`src/rtl/vend_pkg.sv`:
```
package vend_pkg;

   typedef enum logic [1:0] {
      COIN_NONE    = 2'b00,
      COIN_NICKEL  = 2'b01,
      COIN_DIME    = 2'b10,
      COIN_QUARTER = 2'b11
   } coin_e;

   typedef enum logic [1:0] {
      PH_COLLECT = 2'b00,
      PH_VEND    = 2'b01,
      PH_REFUND  = 2'b10
   } phase_e;

   localparam int NUM_KINDS = 3;

endpackage

```
`src/rtl/vend_coin_value.sv`:
```
module vend_coin_value #(
   parameter int CW            = 4,
   parameter int NICKEL_UNITS  = 1,
   parameter int DIME_UNITS    = 2,
   parameter int QUARTER_UNITS = 5
) (
   input  logic [1:0]    code,
   output logic [CW-1:0] units
);
   import vend_pkg::*;

   always_comb begin
      case (code)
         COIN_NICKEL:  units = CW'(NICKEL_UNITS);
         COIN_DIME:    units = CW'(DIME_UNITS);
         COIN_QUARTER: units = CW'(QUARTER_UNITS);
         default:      units = '0;
      endcase
   end

endmodule

```
`src/rtl/vend_credit_acc.sv`:
```
module vend_credit_acc #(
   parameter int CW          = 4,
   parameter int PRICE_UNITS = 7
) (
   input  logic [CW-1:0] credit,
   input  logic [CW-1:0] add,
   output logic [CW-1:0] sum,
   output logic          reached,
   output logic [CW-1:0] excess
);
   localparam logic [CW-1:0] PRICE_W = CW'(PRICE_UNITS);

   always_comb begin
      sum     = credit + add;
      reached = (sum >= PRICE_W);
      excess  = reached ? (sum - PRICE_W) : '0;
   end

endmodule

```
`src/rtl/vend_change_sel.sv`:
```
module vend_change_sel #(
   parameter int CW            = 4,
   parameter int NICKEL_UNITS  = 1,
   parameter int DIME_UNITS    = 2,
   parameter int QUARTER_UNITS = 5
) (
   input  logic [CW-1:0] remain,
   output logic [1:0]    code,
   output logic [CW-1:0] units
);
   import vend_pkg::*;

   localparam logic [CW-1:0] KIND_UNITS [NUM_KINDS] = '{
      CW'(NICKEL_UNITS), CW'(DIME_UNITS), CW'(QUARTER_UNITS)
   };
   localparam logic [1:0] KIND_CODE [NUM_KINDS] = '{
      COIN_NICKEL, COIN_DIME, COIN_QUARTER
   };

   logic [NUM_KINDS-1:0] fits;

   for (genvar k = 0; k < NUM_KINDS; k++) begin : g_fit
      assign fits[k] = (remain >= KIND_UNITS[k]);
   end

   // Kinds are ordered by increasing value; the last fitting one wins.
   always_comb begin
      code  = COIN_NONE;
      units = '0;
      for (int k = 0; k < NUM_KINDS; k++) begin
         if (fits[k]) begin
            code  = KIND_CODE[k];
            units = KIND_UNITS[k];
         end
      end
   end

endmodule

```
`src/rtl/vend_ctrl.sv`:
```
module vend_ctrl #(
   parameter int PRICE_UNITS   = 7,
   parameter int NICKEL_UNITS  = 1,
   parameter int DIME_UNITS    = 2,
   parameter int QUARTER_UNITS = 5
) (
   input  logic       clk,
   input  logic       rst,
   input  logic [1:0] coin_i,
   output logic       vend_o,
   output logic [1:0] chg_o
);
   import vend_pkg::*;

   localparam int MAX_UNITS = PRICE_UNITS - 1 + QUARTER_UNITS;
   localparam int CW        = $clog2(MAX_UNITS + 1);

   if (NICKEL_UNITS != 1) begin : g_bad_nickel
      $error("vend_ctrl: smallest coin must weigh one unit");
   end
   if (!(DIME_UNITS > NICKEL_UNITS && QUARTER_UNITS > DIME_UNITS)) begin : g_bad_order
      $error("vend_ctrl: coin weights must increase nickel < dime < quarter");
   end
   if (PRICE_UNITS < 1) begin : g_bad_price
      $error("vend_ctrl: price must be at least one unit");
   end

   phase_e        phase_q;
   logic [CW-1:0] credit_q;
   logic [CW-1:0] coin_units;
   logic [CW-1:0] sum_units;
   logic [CW-1:0] excess_units;
   logic          reached;
   logic [1:0]    pick_code;
   logic [CW-1:0] pick_units;

   vend_coin_value #(
      .CW(CW), .NICKEL_UNITS(NICKEL_UNITS),
      .DIME_UNITS(DIME_UNITS), .QUARTER_UNITS(QUARTER_UNITS)
   ) u_value (
      .code  (coin_i),
      .units (coin_units)
   );

   vend_credit_acc #(
      .CW(CW), .PRICE_UNITS(PRICE_UNITS)
   ) u_acc (
      .credit  (credit_q),
      .add     (coin_units),
      .sum     (sum_units),
      .reached (reached),
      .excess  (excess_units)
   );

   vend_change_sel #(
      .CW(CW), .NICKEL_UNITS(NICKEL_UNITS),
      .DIME_UNITS(DIME_UNITS), .QUARTER_UNITS(QUARTER_UNITS)
   ) u_sel (
      .remain (credit_q),
      .code   (pick_code),
      .units  (pick_units)
   );

   always_ff @(posedge clk or posedge rst) begin
      if (rst) begin
         phase_q  <= PH_COLLECT;
         credit_q <= '0;
      end else begin
         case (phase_q)
            PH_COLLECT: begin
               if (coin_i != COIN_NONE) begin
                  if (reached) begin
                     phase_q  <= PH_VEND;
                     credit_q <= excess_units;
                  end else begin
                     credit_q <= sum_units;
                  end
               end
            end
            PH_VEND: begin
               phase_q <= (credit_q == '0) ? PH_COLLECT : PH_REFUND;
            end
            PH_REFUND: begin
               credit_q <= credit_q - pick_units;
               if (credit_q == pick_units) phase_q <= PH_COLLECT;
            end
            default: begin
               phase_q  <= PH_COLLECT;
               credit_q <= '0;
            end
         endcase
      end
   end

   assign vend_o = (phase_q == PH_VEND);
   assign chg_o  = (phase_q == PH_REFUND) ? pick_code : COIN_NONE;

endmodule

```
`config.mk`:
```
export PLATFORM = sky130hd
export DESIGN_NAME = vend_ctrl
export DESIGN_NICKNAME = d
export VERILOG_FILES = /design/src/rtl/vend_pkg.sv /design/src/rtl/vend_coin_value.sv /design/src/rtl/vend_credit_acc.sv /design/src/rtl/vend_change_sel.sv /design/src/rtl/vend_ctrl.sv
export SDC_FILE = /design/constraint.sdc
export NUM_CORES = 1
export LEC_CHECK = 0
export ABC_AREA = 1
export BUFFER_PORTS_ARGS = -buffer_cell sky130_fd_sc_hd__buf_2
export CAP_MARGIN = 20
export CORE_MARGIN = 8
export CORE_UTILIZATION = 57
export CTS_CLUSTER_SIZE = 25
export DETAILED_ROUTE_END_ITERATION = 10
export GPL_TIMING_DRIVEN = 0
export PLACE_DENSITY = 0.88
export SKIP_LAST_GASP = 1
export SYNTH_ARGS = -nofsm -noshare
export SYNTH_HDL_FRONTEND = slang
export SYNTH_SLANG_ARGS = --single-unit
```
`constraint.sdc`:
```
create_clock -name clk -period 2.8 [get_ports clk]
set_clock_uncertainty 0.1 [all_clocks]
set_input_delay 0.56 -clock clk [delete_from_list [all_inputs] [get_ports clk]]
set_output_delay 0.56 -clock clk [all_outputs]
set_load 0.02 [all_outputs]
```
# --- Word level (Yosys, flattened, before mapping) ---
# Index checks and enable logic that the tools add are counted.
# W data, S select, Z words.
op_classes:
  muxes: 16
  n_div: 0
  reduce_logical: 5
  addsub: 3
  eq_ne: 9
  mul: 0
  n_bitwise: 1
  shift: 0
  n_lt_le_gt_ge: 4
op_table:
  columns: ["operator", "n"]
  rows:
  - ["$mux W2", 8]
  - ["$pmux W4 S3", 1]
  - ["$pmux W3 S3", 1]
  - ["$ge A4 B3 Y1 const B", 2]
  - ["$mux W4", 2]
  - ["$eq A2 B2 Y1 const B", 3]
  - ["$ne A2 B2 Y1 const B", 3]
  - ["$pmux W2 S3", 1]
  - ["$add A4 B3 Y4", 1]
  - ["$eq A2 B1 Y1 const B", 2]
  - ["$eq A4 B4 Y1", 1]
  - ["$ge A4 B1 Y1 const B", 1]
  - ["$ge A4 B2 Y1 const B", 1]
  - ["$logic_not A4 Y1", 1]
  - ["$sub A4 B3 Y4 const B", 1]
  - ["$sub A4 B4 Y4", 1]
  - ["$mux W3", 1]
  - ["$reduce_and A3 Y1", 1]
  - ["$logic_not A2 Y1", 1]
  - ["$mux W1", 2]
  - ["$reduce_and A2 Y1", 1]
  - ["$reduce_bool A2 Y1", 1]
  - ["$not A1 Y1", 1]
word_totals:
  register_bits: 6
  rom_bits: 0
  mem_bits_rw: 0
  latchBits: 0
  memories: 0
  wordCells: 40
  inputBits: 4

# --- Depth between registers and ports, before layout ---
# Gate-level depths: netlist of the first run.
depth:
  depth_word: 7
  depth_mapped: 13

# --- Modules after synthesis ---
# Synthesis of the first run repeated with hierarchy kept, for this count alone.
hier_totals:
  cells_unflattened: 137
  area_unflattened_um2: 847.1
modules_own_cells:
  columns: ["module", "n_inst", "cells_per_inst", "area_each_um2"]
  rows:
  - ["vend_ctrl", 1, 71, 495.5]
  - ["vend_credit_acc", 1, 42, 245.2]
  - ["vend_change_sel", 1, 17, 76.3]
  - ["vend_coin_value", 1, 7, 30.0]

# --- Worst setup path before layout of the first run ---
# OpenSTA, ideal clock, no wires.
synth_path:
  path_kind: "input port to flip-flop"
  from: "input port coin_i[0]"
  to: "register credit_q[0]"
  path_slack_ps: 598
  setup_time_ps: 117
  arrival_ps: 1985
  path_buffers: 1
  stages: 11
  t_required_ps: 2583
  path_cell_list: "clkbuf_1 -> ha_1 -> fa_1 -> ha_1 -> nand3_2 -> nand2_1 -> inv_1 -> nand3_1 -> nand2_1 -> nor2_1 -> nor2_1"
synth_via:
  elab_chain_len: 7
  elab_cells_between_ends: 13
  cone_classes: "add/sub (2); order compare (1); eq/ne (4); mux (4); reduce/logical (2)"
synth_rtl:
  columns: ["element", "line_no", "rtl"]
  rows:
  - ["start, declared", "vend_ctrl.sv:9", "input logic [1:0] coin_i,"]
  - ["$eq A2 B2 Y1 or $eq A2 B1 Y1 (tied branches)", "vend_coin_value.sv:13", "case (code)"]
  - ["$pmux W3 S3", "vend_coin_value.sv:13", null]
  - ["$add A4 B3 Y4", "vend_credit_acc.sv:14", "sum = credit + add;"]
  - ["$sub A4 B3 Y4 or $ge A4 B3 Y1 (tied branches)", "vend_credit_acc.sv:16, vend_credit_acc.sv:15", null]
  - ["$mux W4", "vend_ctrl.sv:72", "if (reached) begin"]
  - ["$mux W4", "vend_ctrl.sv:71", "if (coin_i != COIN_NONE) begin"]
  - ["$pmux W4 S3", "vend_ctrl.sv:69", "case (phase_q)"]
  - ["end signal, assigned", "vend_ctrl.sv:74", "credit_q <= excess_units;"]
  - ["end signal, assigned", "vend_ctrl.sv:76", "credit_q <= sum_units;"]
  - ["end signal, assigned", "vend_ctrl.sv:84", "credit_q <= credit_q - pick_units;"]
  - ["end, declared", "vend_ctrl.sv:29", "logic [CW-1:0] credit_q;"]
# Several ways; a longest one is shown, not always the timed one. The select of a mux whose other input is x is not followed.
# A chain may end at the register's enable or synchronous reset.

# --- Worst setup path in the final report of the first run ---
# Ends and elaborated chain as after synthesis.

==> results of run 1 <==
-- state kept, by name, indices dropped and copies added, names as in the netlist --
register  cells
credit_q      4
phase_q       2
-- worst min-delay path by stage --
stage                     startpoint           to  slack, ps  cells after the start
final                            rst   phase_q[0]        110                      2
after global routing             rst   phase_q[0]        140                      2
after CTS                        rst   phase_q[0]        120                      2
after detailed placement         rst   phase_q[0]        380                      2
after global placement           rst  credit_q[0]        370                      2
after floorplan                  rst  credit_q[0]        250                      1
-- through the flow --
step / setup WS (ps) / instance area, um2 / hold WS, ps / instances
2_1_floorplan: 598 / 743 / 251 / 116
3_5_place_dp: 287 / 792 / 382 / 137
5_1_grt: 301 / 815 / 137 / 140
4_1_cts: 511 / 815 / 123 / 140
3_3_place_gp: 331 / 792 / 370 / 137
6_report: 525 / 815 / 113 / 140
-- layer usage --
layer	track usage, %	up-vias	routed length, um
met5	0	-	0
met4	2.65	0	0
met3	0.855	0	70
met2	23.4	19	791
met1	16.5	339	717
li1	-	388	-
-- area by class of cell --
cell class | instances | area, um2
Multi-Input combinational cell | 87 | 505
Inverter | 21 | 78.8
Timing Repair Buffer | 6 | 30.0
Tap cell | 15 | 18.8
Buffer | 2 | 8.76
Sequential cell | 6 | 150
Clock buffer | 3 | 22.5
Fill cell | 119 | 438
-- Yosys cell counts --
cell,number
nand3_1,14
buf_2,1
a21oi_1,5
a21oi_2,1
inv_2,2
nand2_2,3
ha_1,7
nand2_1,22
a31oi_1,1
dfrtp_1,6
nor2_4,2
nor2_1,20
inv_1,19
nand4_1,3
fa_1,2
o21ai_0,4
clkbuf_1,1
nand3_2,3
-- layout by cell type, fill, tap and decap left out --
cell type / count
fa_1: 2
buf_2: 7
inv_2: 2
a21oi_2: 1
o21ai_0: 4
clkbuf_4: 3
nor2_4: 2
nor2_1: 20
a31oi_1: 1
nand2_1: 22
nand2_2: 3
nand3_1: 14
nand4_1: 3
inv_1: 19
clkbuf_1: 1
ha_1: 7
a21oi_1: 5
dfrtp_1: 6
nand3_2: 3
-- cells by family (layout without fill, tap and decap cells) --
logic type,after synthesis,count (layout),synth area share [%]
simple gates,67,67,42.8
buf+inv,23,32,11.8
compound gates,11,11,8.08
fa+ha+maj,9,9,17.2
flops,6,6,20.2
==> metrics.csv, run 1 <==
stage;metric;value;unit
drt;vias;746;
timing;max-slew violation count;0;
floorplanning;DIE AREA;0.00272;mm2
cells_and_area;Area Overhead vs Synth;9.60;%
synthesis;leading post-synthesis cells by cell area;dfrtp_1 20%, ha_1 12%, nand2_1 11%;
floorplanning;I/O pin cnt;7;
timing;Setup violations, final;0;
setup_path;Critical R2R Launch;credit_q[1];
global_route;aggregate global routing overflow;0;
synthesis;synthesis-stage register bit count;6;
worst_hold_path;hold crit path type;in -> async;
setup_path;crit path max fanout;4;
synthesis;YS warnings;0;
clock_network;post-CTS setup buffer count;0;
setup_path;FF-to-FF End;credit_q[1];
synthesis;Seq/Total Area, Yosys;20.2;%
global_route;vias in the first global route;693;
status;status;finished, final reports clean;
placement;Final HPWL DP;1340;um
timing;setup TNS;0;ps
synthesis;Synth Net Count;129;
clock_network;clk sink count;6;
setup_path;CP Class;in -> reg;
drt;final wirelength;1580;um
cells_and_area;layout cells sized above 1;16.8;%
cells_and_area;number of diodes;0;
timing;Final min period;2280;ps
clock_network;CTS tree;yes;
drt;DRC violation count after routing;0;
drt;Detail Route Antenna Nets;0;
global_route;pin count of the biggest net entering global routing;10;
drt;initial detailed-routing violation count;25;
setup_path;cell-by-cell trace of the critical path;buf_2 > clkbuf_1 > ha_1 > fa_1 > ha_1 > nand3_2 > nand2_1 > inv_1 > nand3_1 > nand2_1 > nor2_1 > nor2_1;
drt;Routed WL per cell;11.3;um
setup_path;Crit path max-delay family;adder cells;
timing;FMAX;440;MHz
placement;PortBufs;6;
timing;worst-margin pin slew;380;ps
global_route;initial antenna violation count;0;
synthesis;post-synth top area cell;dfrtp_1;
setup_path;Buf/Inv on CP;3;
setup_path;Setup crit start;coin_i[0];
cells_and_area;Final Util;65.0;%
synthesis;Yosys top cell area share;20.2;%
timing;relative slew slack;74.7;%
setup_path;worst path arrival time;2310;ps
job;Max Cap Viol;0;
setup_path;Crit. path cell count;12;
placement;GP Congestion;0.842;
clock_network;# H-tree levels;1;
setup_path;Worst EP required;2830;ps
floorplanning;Initial Util;59.3;%
clock_network;clk_lat worst skew;240;ps
timing;Final Hold Viols;0;
global_route;gr usage total;13.1;%
synthesis;Syn Inst Count;116;
cells_and_area;Nets;140;
setup_path;Reg2Reg Depth;11;
clock_network;CTS root buffer;clkbuf_4;
global_route;first-pass GRT wire length;2870;um
setup_path;R2R setup slack;530;ps
setup_path;Worst setup endpoint;credit_q[0];
synthesis;Yosys cell types;18;
setup_path;slowest CP cell;fa_1;
setup_path;Worst Setup Start Kind;input port;
synthesis;Post-Syn Area;743;um2
timing;fin crit share;81.3;%
floorplanning;number of core rows;13;
timing;RSZ-0062 raised after global routing;no;
clock_network;Reg clk slew, reported paths;50;ps
clock_network;clock buffer depth;2;
drt;DR pass1 iterations;4;
clock_network;Hold Buf Count CTS;0;
setup_path;max incr delay on CP;590;ps
drt;Vias/cell;5.33;
synthesis;syn avg cell area;6.41;um2
clock_network;total CTS buffers;3;
floorplanning;core area;0.00125;mm2
setup_path;critical path capture point type;flop;
floorplanning;Die H;52.1;um
clock_network;cts repair resizes;0;
floorplanning;die width;52.1;um
Power of run 1 is not shown: default switching activity piles up to over one toggle a cycle in this logic, so the estimate is an artifact.
==> run 2: changes to the inputs <==
--- a/config.mk
+++ b/config.mk
@@ -5,15 +5,15 @@
 export SDC_FILE = /design/constraint.sdc
 export NUM_CORES = 1
 export LEC_CHECK = 0
-export ABC_AREA = 1
+export ABC_AREA = 0
 export BUFFER_PORTS_ARGS = -buffer_cell sky130_fd_sc_hd__buf_2
 export CAP_MARGIN = 20
-export CORE_MARGIN = 8
-export CORE_UTILIZATION = 57
+export CORE_AREA = 8 8 45 47
 export CTS_CLUSTER_SIZE = 25
 export DETAILED_ROUTE_END_ITERATION = 10
+export DIE_AREA = 0 0 53 55
 export GPL_TIMING_DRIVEN = 0
-export PLACE_DENSITY = 0.88
+export PLACE_DENSITY = 0.81
 export SKIP_LAST_GASP = 1
 export SYNTH_ARGS = -nofsm -noshare
 export SYNTH_HDL_FRONTEND = slang
==> constraint.sdc (replaced) <==
create_clock -name clk -period 2 [get_ports clk]
set_clock_uncertainty 0.1 [all_clocks]
set_input_delay 0.4 -clock clk [delete_from_list [all_inputs] [get_ports clk]]
set_output_delay 0.4 -clock clk [all_outputs]
set_load 0.02 [all_outputs]
==> run 2 against run 1 <==
Compared with the run above: the flow now finishes with violations (setup timing); via count fell by 12%; cell count decreased by 20%; sequential share of layout area fell by 0.37 points.
==> metrics.csv, run 2 <==
stage;metric;value;unit;change
synthesis;dominant synthesized flop cell;dfrtp_1;;
floorplanning;Initial Util;46.7;%;-13 points
setup_path;worst path arrival time;2130;ps;-180 ps
drt;final wirelength;1680;um;+6.6%
setup_path;max incr delay on CP;480;ps;-110 ps
timing;worst-margin pin slew;302;ps;-77.9 ps
setup_path;R2R setup slack;-100;ps;-630 ps
setup_path;Worst EP required;2030;ps;-800 ps
placement;GP Congestion;0.782;;-7.1%
synthesis;synthesis-stage register bit count;6;;unchanged
timing;relative slew slack;79.7;%;+5.0 points
timing;RSZ-0062 raised after global routing;yes;;
global_route;gr usage total;12.9;%;-0.18 points
synthesis;Post-Syn Area;646;um2;-13%
timing;post-route setup slack;-99.0;ps;-624 ps
placement;Final HPWL DP;1170;um;-13%
clock_network;CTS root buffer;clkbuf_4;;
setup_path;Reg2Reg Depth;7;;-4
synthesis;Post-synth EDFFs;0;;unchanged
setup_path;Crit path max-delay family;adder cells;;
synthesis;post-synthesis simple-gate area fraction;21.1;%;-22 points
job;Max Cap Viol;0;;unchanged
clock_network;total CTS buffers;3;;unchanged
clock_network;# H-tree levels;1;;unchanged
cells_and_area;Area Overhead vs Synth;32.0;%;
timing;FMAX;476;MHz;
timing;Setup violations, final;4;;+4
synthesis;YS warnings;0;;unchanged
synthesis;Yosys cell types;31;;+13
cells_and_area;leading cell type in the layout, fill and taps excluded;buf_4;;
synthesis;Adder-Cell Fraction of Synth Area;19.8;%;+2.6 points
timing;fin crit share;105;%;
synthesis;Syn Inst Count;77;;-34%
drt;DR pass1 iterations;4;;unchanged
synthesis;leading post-synthesis cells by cell area;dfrtp_1 23%, ha_1 14%, fa_1 6.2%;;
status;status;complete, but fails checks;;
drt;DRC violation count after routing;0;;unchanged
setup_path;crit path max fanout;3;;-1
drt;Detail Route Antenna Nets;0;;unchanged
placement;PortBufs;6;;unchanged
worst_hold_path;hold crit path type;in -> async;;
status;failing checks;setup timing;;
drt;Vias/cell;5.85;;+9.8%
synthesis;Synth Net Count;90;;-30%
synthesis;syn avg cell area;8.38;um2;+31%
setup_path;Worst Setup Start Kind;flop;;
global_route;vias in the first global route;619;;-11%
clock_network;CTS tree;yes;;
cells_and_area;layout cells sized above 1;37.5;%;+21 points
cells_and_area;Fillers;111;;-6.7%
setup_path;critical path capture point type;flop;;
synthesis;Post-Synth XOR/XNOR Area;7.95;%;+7.9 points
cells_and_area;Final Util;61.6;%;-3.5 points
clock_network;clock buffer depth;2;;unchanged
synthesis;most frequent cells after synthesis;8 x nor2_1, 7 x ha_1, 6 x dfrtp_1, 6 x nand2_1, 5 x inv_1;;
synthesis;fraction of registers with async set/reset;100;%;unchanged
floorplanning;core area;0.00138;mm2;+10%
cells_and_area;Largest regs;credit_q x4, phase_q x2;;
drt;Routed WL per cell;15.0;um;+33%
cells_and_area;number of diodes;0;;unchanged
synthesis;most common cell in the netlist;nor2_1;;
timing;Final Hold Viols;0;;unchanged
floorplanning;DIE AREA;0.00292;mm2;+7.3%
timing;Final min period;2100;ps;
clock_network;Reg clk slew, reported paths;50;ps;about the same
cells_and_area;Nets;111;;-21%
cells_and_area;Largest Register;credit_q;;
setup_path;CP Class;reg -> reg;;
setup_path;Crit. path cell count;7;;-5
floorplanning;Die H;55;um;+5.5%
global_route;aggregate global routing overflow;0;;unchanged
timing;max-slew violation count;0;;unchanged
floorplanning;die width;53;um;+1.7%
setup_path;slowest CP cell;fa_1;;
floorplanning;I/O pin cnt;7;;unchanged
synthesis;Yosys top cell area share;23.3;%;+3.1 points
clock_network;clk_lat worst skew;250;ps;about the same
setup_path;cell-by-cell trace of the critical path;ha_4 > fa_1 > ha_2 > nand2b_1 > nand3_2 > xor2_1 > o221a_1;;
setup_path;Buf/Inv on CP;0;;-3
synthesis;Seq/Total Area, Yosys;23.3;%;+3.1 points
clock_network;clk sink count;6;;unchanged
cells_and_area;most frequent cells in the layout;10 x buf_4, 8 x nor2_1, 6 x buf_2;;
cells_and_area;max FFs per register;4;;unchanged
drt;vias;655;;-12%
synthesis;post-synth top area cell;dfrtp_1;;
synthesis;largest family of logic cells by synthesized area;simple AND/OR/NAND/NOR gates;;
drt;initial detailed-routing violation count;14;;-44%
global_route;initial antenna violation count;0;;unchanged
synthesis;multiplexer area fraction after synthesis;4.65;%;+4.7 points
global_route;pin count of the biggest net entering global routing;9;;-1
global_route;first-pass GRT wire length;2820;um;-1.7%
synthesis;Synth Area in Compound Gates;18.6;%;+11 points
floorplanning;number of core rows;14;;+1
## run 2: logic make-up (layout without fill, tap and decap cells)
| group | count (synthesis) | in the layout |
|---|---|---|
| simple gates | 28 | 28 |
| compound gates | 18 | 18 |
| fa+ha+maj | 9 | 9 |
| buf+inv | 8 | 27 |
| flops | 6 | 6 |
| xor+xnor | 5 | 5 |
| mux | 3 | 3 |
## run 2: timing repair
item | in CTS | in global routing
setup endpoints to repair | 4 | 4
hold buffers | 1 | 0
pin swaps | 6 | 9
gates resized for setup | 9 | 6
setup buffers | 5 | 4
hold endpoints to repair | 6 | 0
## run 2: path summary, 6_finish.rpt
kind | from | end
max | credit_q[0] | credit_q[0]
min | rst | credit_q[1]
max reg2reg | credit_q[0] | credit_q[0]
min reg2reg | phase_q[0] | credit_q[2]
max in group asynchronous | rst | credit_q[0]
min in group clk | phase_q[0] | credit_q[2]
## run 2: final cells by class
cell class              instances  area, um2  share of cell area (%)
inverters                       6       22.5                    2.64
multi-input cells              63        514                    60.4
plain buffers                   2       11.3                    1.32
well taps                      16       20.0                    2.35
repair buffers                 16        108                    12.6
flip-flops and latches          6        154                    18.1
clock buffers                   3       22.5                    2.64
## run 2: stage by stage
stage	cells	setup WS, ps	setup TNS (ps)	hold WS, ps	area, um2
after floorplan	77	-101	-125	91.0	663
after global placement	99	-284	-899	205	713
after detailed placement	99	-321	-1060	220	713
after CTS	108	-99.1	-267	505	811
after global routing	112	-189	-662	571	852
final	112	-99.0	-247	517	852
## run 2: worst register-to-register path: stages (launching register included)
cell      delay, ps
dfrtp_2         440
ha_4            180
fa_1            480
ha_2            220
nand2b_1        100
nand3_2         100
xor2_1          160
o221a_1         200
## run 2: per-layer routing
layer	part of all wire, %	up-vias	global-route usage [%]
met5	0	-	0
met3	3.4	8	0.802
met1	41	316	14.0
met2	52	20	23.0
met4	3.5	0	9.91
li1	-	311	-
Power of run 2 is left out for the same reason.
==> run 3: changes to the inputs <==
--- a/config.mk
+++ b/config.mk
@@ -14,6 +14,7 @@
 export DIE_AREA = 0 0 53 55
 export GPL_TIMING_DRIVEN = 0
 export PLACE_DENSITY = 0.81
+export SKIP_CTS_REPAIR_TIMING = 1
 export SKIP_LAST_GASP = 1
 export SYNTH_ARGS = -nofsm -noshare
 export SYNTH_HDL_FRONTEND = slang
==> run 3 against run 2 <==
Compared with the run above: the flow still finishes with violations (setup timing); global-route usage is 1.7 points lower; via count is 3.2% higher; register-to-register slack got worse by 120 ps.
==> metrics.csv, run 3 (same netlist as run 2, synthesis figures left out) <==
stage;metric;value;unit;change
timing;Final Hold Viols;0;;unchanged
setup_path;worst path arrival time;2290;ps;+160 ps
timing;post-route setup slack;-223;ps;-124 ps
floorplanning;DIE AREA;0.00292;mm2;unchanged
clock_network;CTS root buffer;clkbuf_4;;
global_route;aggregate global routing overflow;0;;unchanged
drt;DRC violation count after routing;0;;unchanged
setup_path;R2R setup slack;-220;ps;-120 ps
placement;dpl ws;-321;ps;unchanged
global_route;initial antenna violation count;0;;unchanged
setup_path;max incr delay on CP;440;ps;-40 ps
placement;PortBufs;6;;unchanged
timing;fin crit share;111;%;+6.2 points
status;failing checks;setup timing;;
timing;relative slew slack;70.9;%;-8.7 points
setup_path;CP Class;reg -> reg;;
cells_and_area;most frequent cells in the layout;10 x buf_4, 8 x nor2_1, 6 x buf_2;;
job;Max Cap Viol;0;;unchanged
timing;worst-margin pin slew;431;ps;+130 ps
drt;Detail Route Antenna Nets;0;;unchanged
cells_and_area;layout cells sized above 1;41.2;%;+3.7 points
setup_path;slowest CP cell;dfrtp_2;;
global_route;pin count of the biggest net entering global routing;12;;+3
drt;vias;676;;+3.2%
drt;DR pass1 iterations;4;;unchanged
setup_path;critical path capture point type;flop;;
timing;RSZ-0062 raised after global routing;yes;;
clock_network;total CTS buffers;3;;unchanged
clock_network;CTS tree;yes;;
timing;max-slew violation count;0;;unchanged
setup_path;Buf/Inv on CP;2;;+2
placement;Final HPWL DP;1170;um;unchanged
cells_and_area;Area Overhead vs Synth;38.8;%;
placement;GP Congestion;0.782;;unchanged
timing;Final min period;2220;ps;+124 ps
drt;initial detailed-routing violation count;41;;+27
setup_path;Worst Setup Start Kind;flop;;
timing;Setup violations, final;4;;unchanged
drt;Routed WL per cell;16.3;um;+8.6%
clock_network;clk sink count;6;;unchanged
global_route;vias in the first global route;588;;-5.0%
setup_path;Worst EP required;2070;ps;+40 ps
clock_network;Reg clk slew, reported paths;50;ps;about the same
timing;FMAX;450;MHz;-5.6%
floorplanning;Initial Util;46.7;%;unchanged
floorplanning;number of core rows;14;;unchanged
cells_and_area;number of diodes;0;;unchanged
cells_and_area;max FFs per register;4;;unchanged
floorplanning;die width;53;um;unchanged
clock_network;# H-tree levels;1;;unchanged
cells_and_area;Nets;112;;+0.90%
setup_path;cell-by-cell trace of the critical path;inv_2 > o211ai_1 > ha_2 > inv_1 > fa_2 > xnor2_2 > o22ai_1 > nor2_1 > a21oi_1;;
cells_and_area;leading cell type in the layout, fill and taps excluded;buf_4;;
floorplanning;core area;0.00138;mm2;unchanged
setup_path;crit path max fanout;4;;+1
clock_network;clk_lat worst skew;250;ps;about the same
status;status;complete, but fails checks;;
cells_and_area;Largest regs;credit_q x4, phase_q x2;;
global_route;first-pass GRT wire length;2460;um;-13%
drt;Vias/cell;5.98;;+2.3%
global_route;gr usage total;11.2;%;-1.7 points
drt;final wirelength;1840;um;+9.6%
floorplanning;Die H;55;um;unchanged
cells_and_area;Largest Register;credit_q;;
floorplanning;I/O pin cnt;7;;unchanged
clock_network;clock buffer depth;2;;unchanged
worst_hold_path;hold crit path type;in -> async;;
setup_path;Crit path max-delay family;compound AO/OA/AOI/OAI gates;;
## run 3: metal layers
| layer | vias up | wire length [um] | part of all wire (%) | track usage (%) |
|---|---|---|---|---|
| met2 | 34 | 918 | 50 | 18.4 |
| met5 | - | 0 | 0 | 0 |
| met4 | 0 | 59 | 3.2 | 12.1 |
| met3 | 8 | 111 | 6.0 | 1.60 |
| li1 | 313 | - | - | - |
| met1 | 321 | 754 | 41 | 11.7 |
## run 3: area by class of cell
cell class	count	area (um2)
multi-input combinational	63	553
fill	102	488
sequential	6	154
timing repair buffer	17	113
clock buffer	3	22.5
inverter	6	22.5
tap	16	20.0
buffer	2	11.3
## run 3: through the flow
stage | std cells | setup TNS, ps | util (%) | hold WS, ps | instance area (um2)
after floorplan | 77 | -125 | - | 91.0 | 663
after global placement | 99 | -899 | 51.5 | 205 | 713
after detailed placement | 99 | -1060 | 51.5 | 220 | 713
after CTS | 102 | -848 | 53.2 | -45.4 | 736
after global routing | 113 | -695 | 64.7 | 558 | 896
final | 113 | -444 | 64.7 | 514 | 896
## run 3: worst min-delay path, stage by stage
cell           delay, ps
dlygate4sd3_1        540
buf_2                120
inv_1                180
## run 3: final timing paths
check,end,start,depth (start not counted)
max in group asynchronous,credit_q[0],rst,3
worst max register to register,credit_q[2],credit_q[0],9
worst max-delay path,credit_q[2],credit_q[0],9
worst min register to register,phase_q[1],credit_q[0],2
min in group clk,phase_q[1],credit_q[0],2
worst min-delay path,credit_q[2],rst,3
Power of run 3 is left out for the same reason.
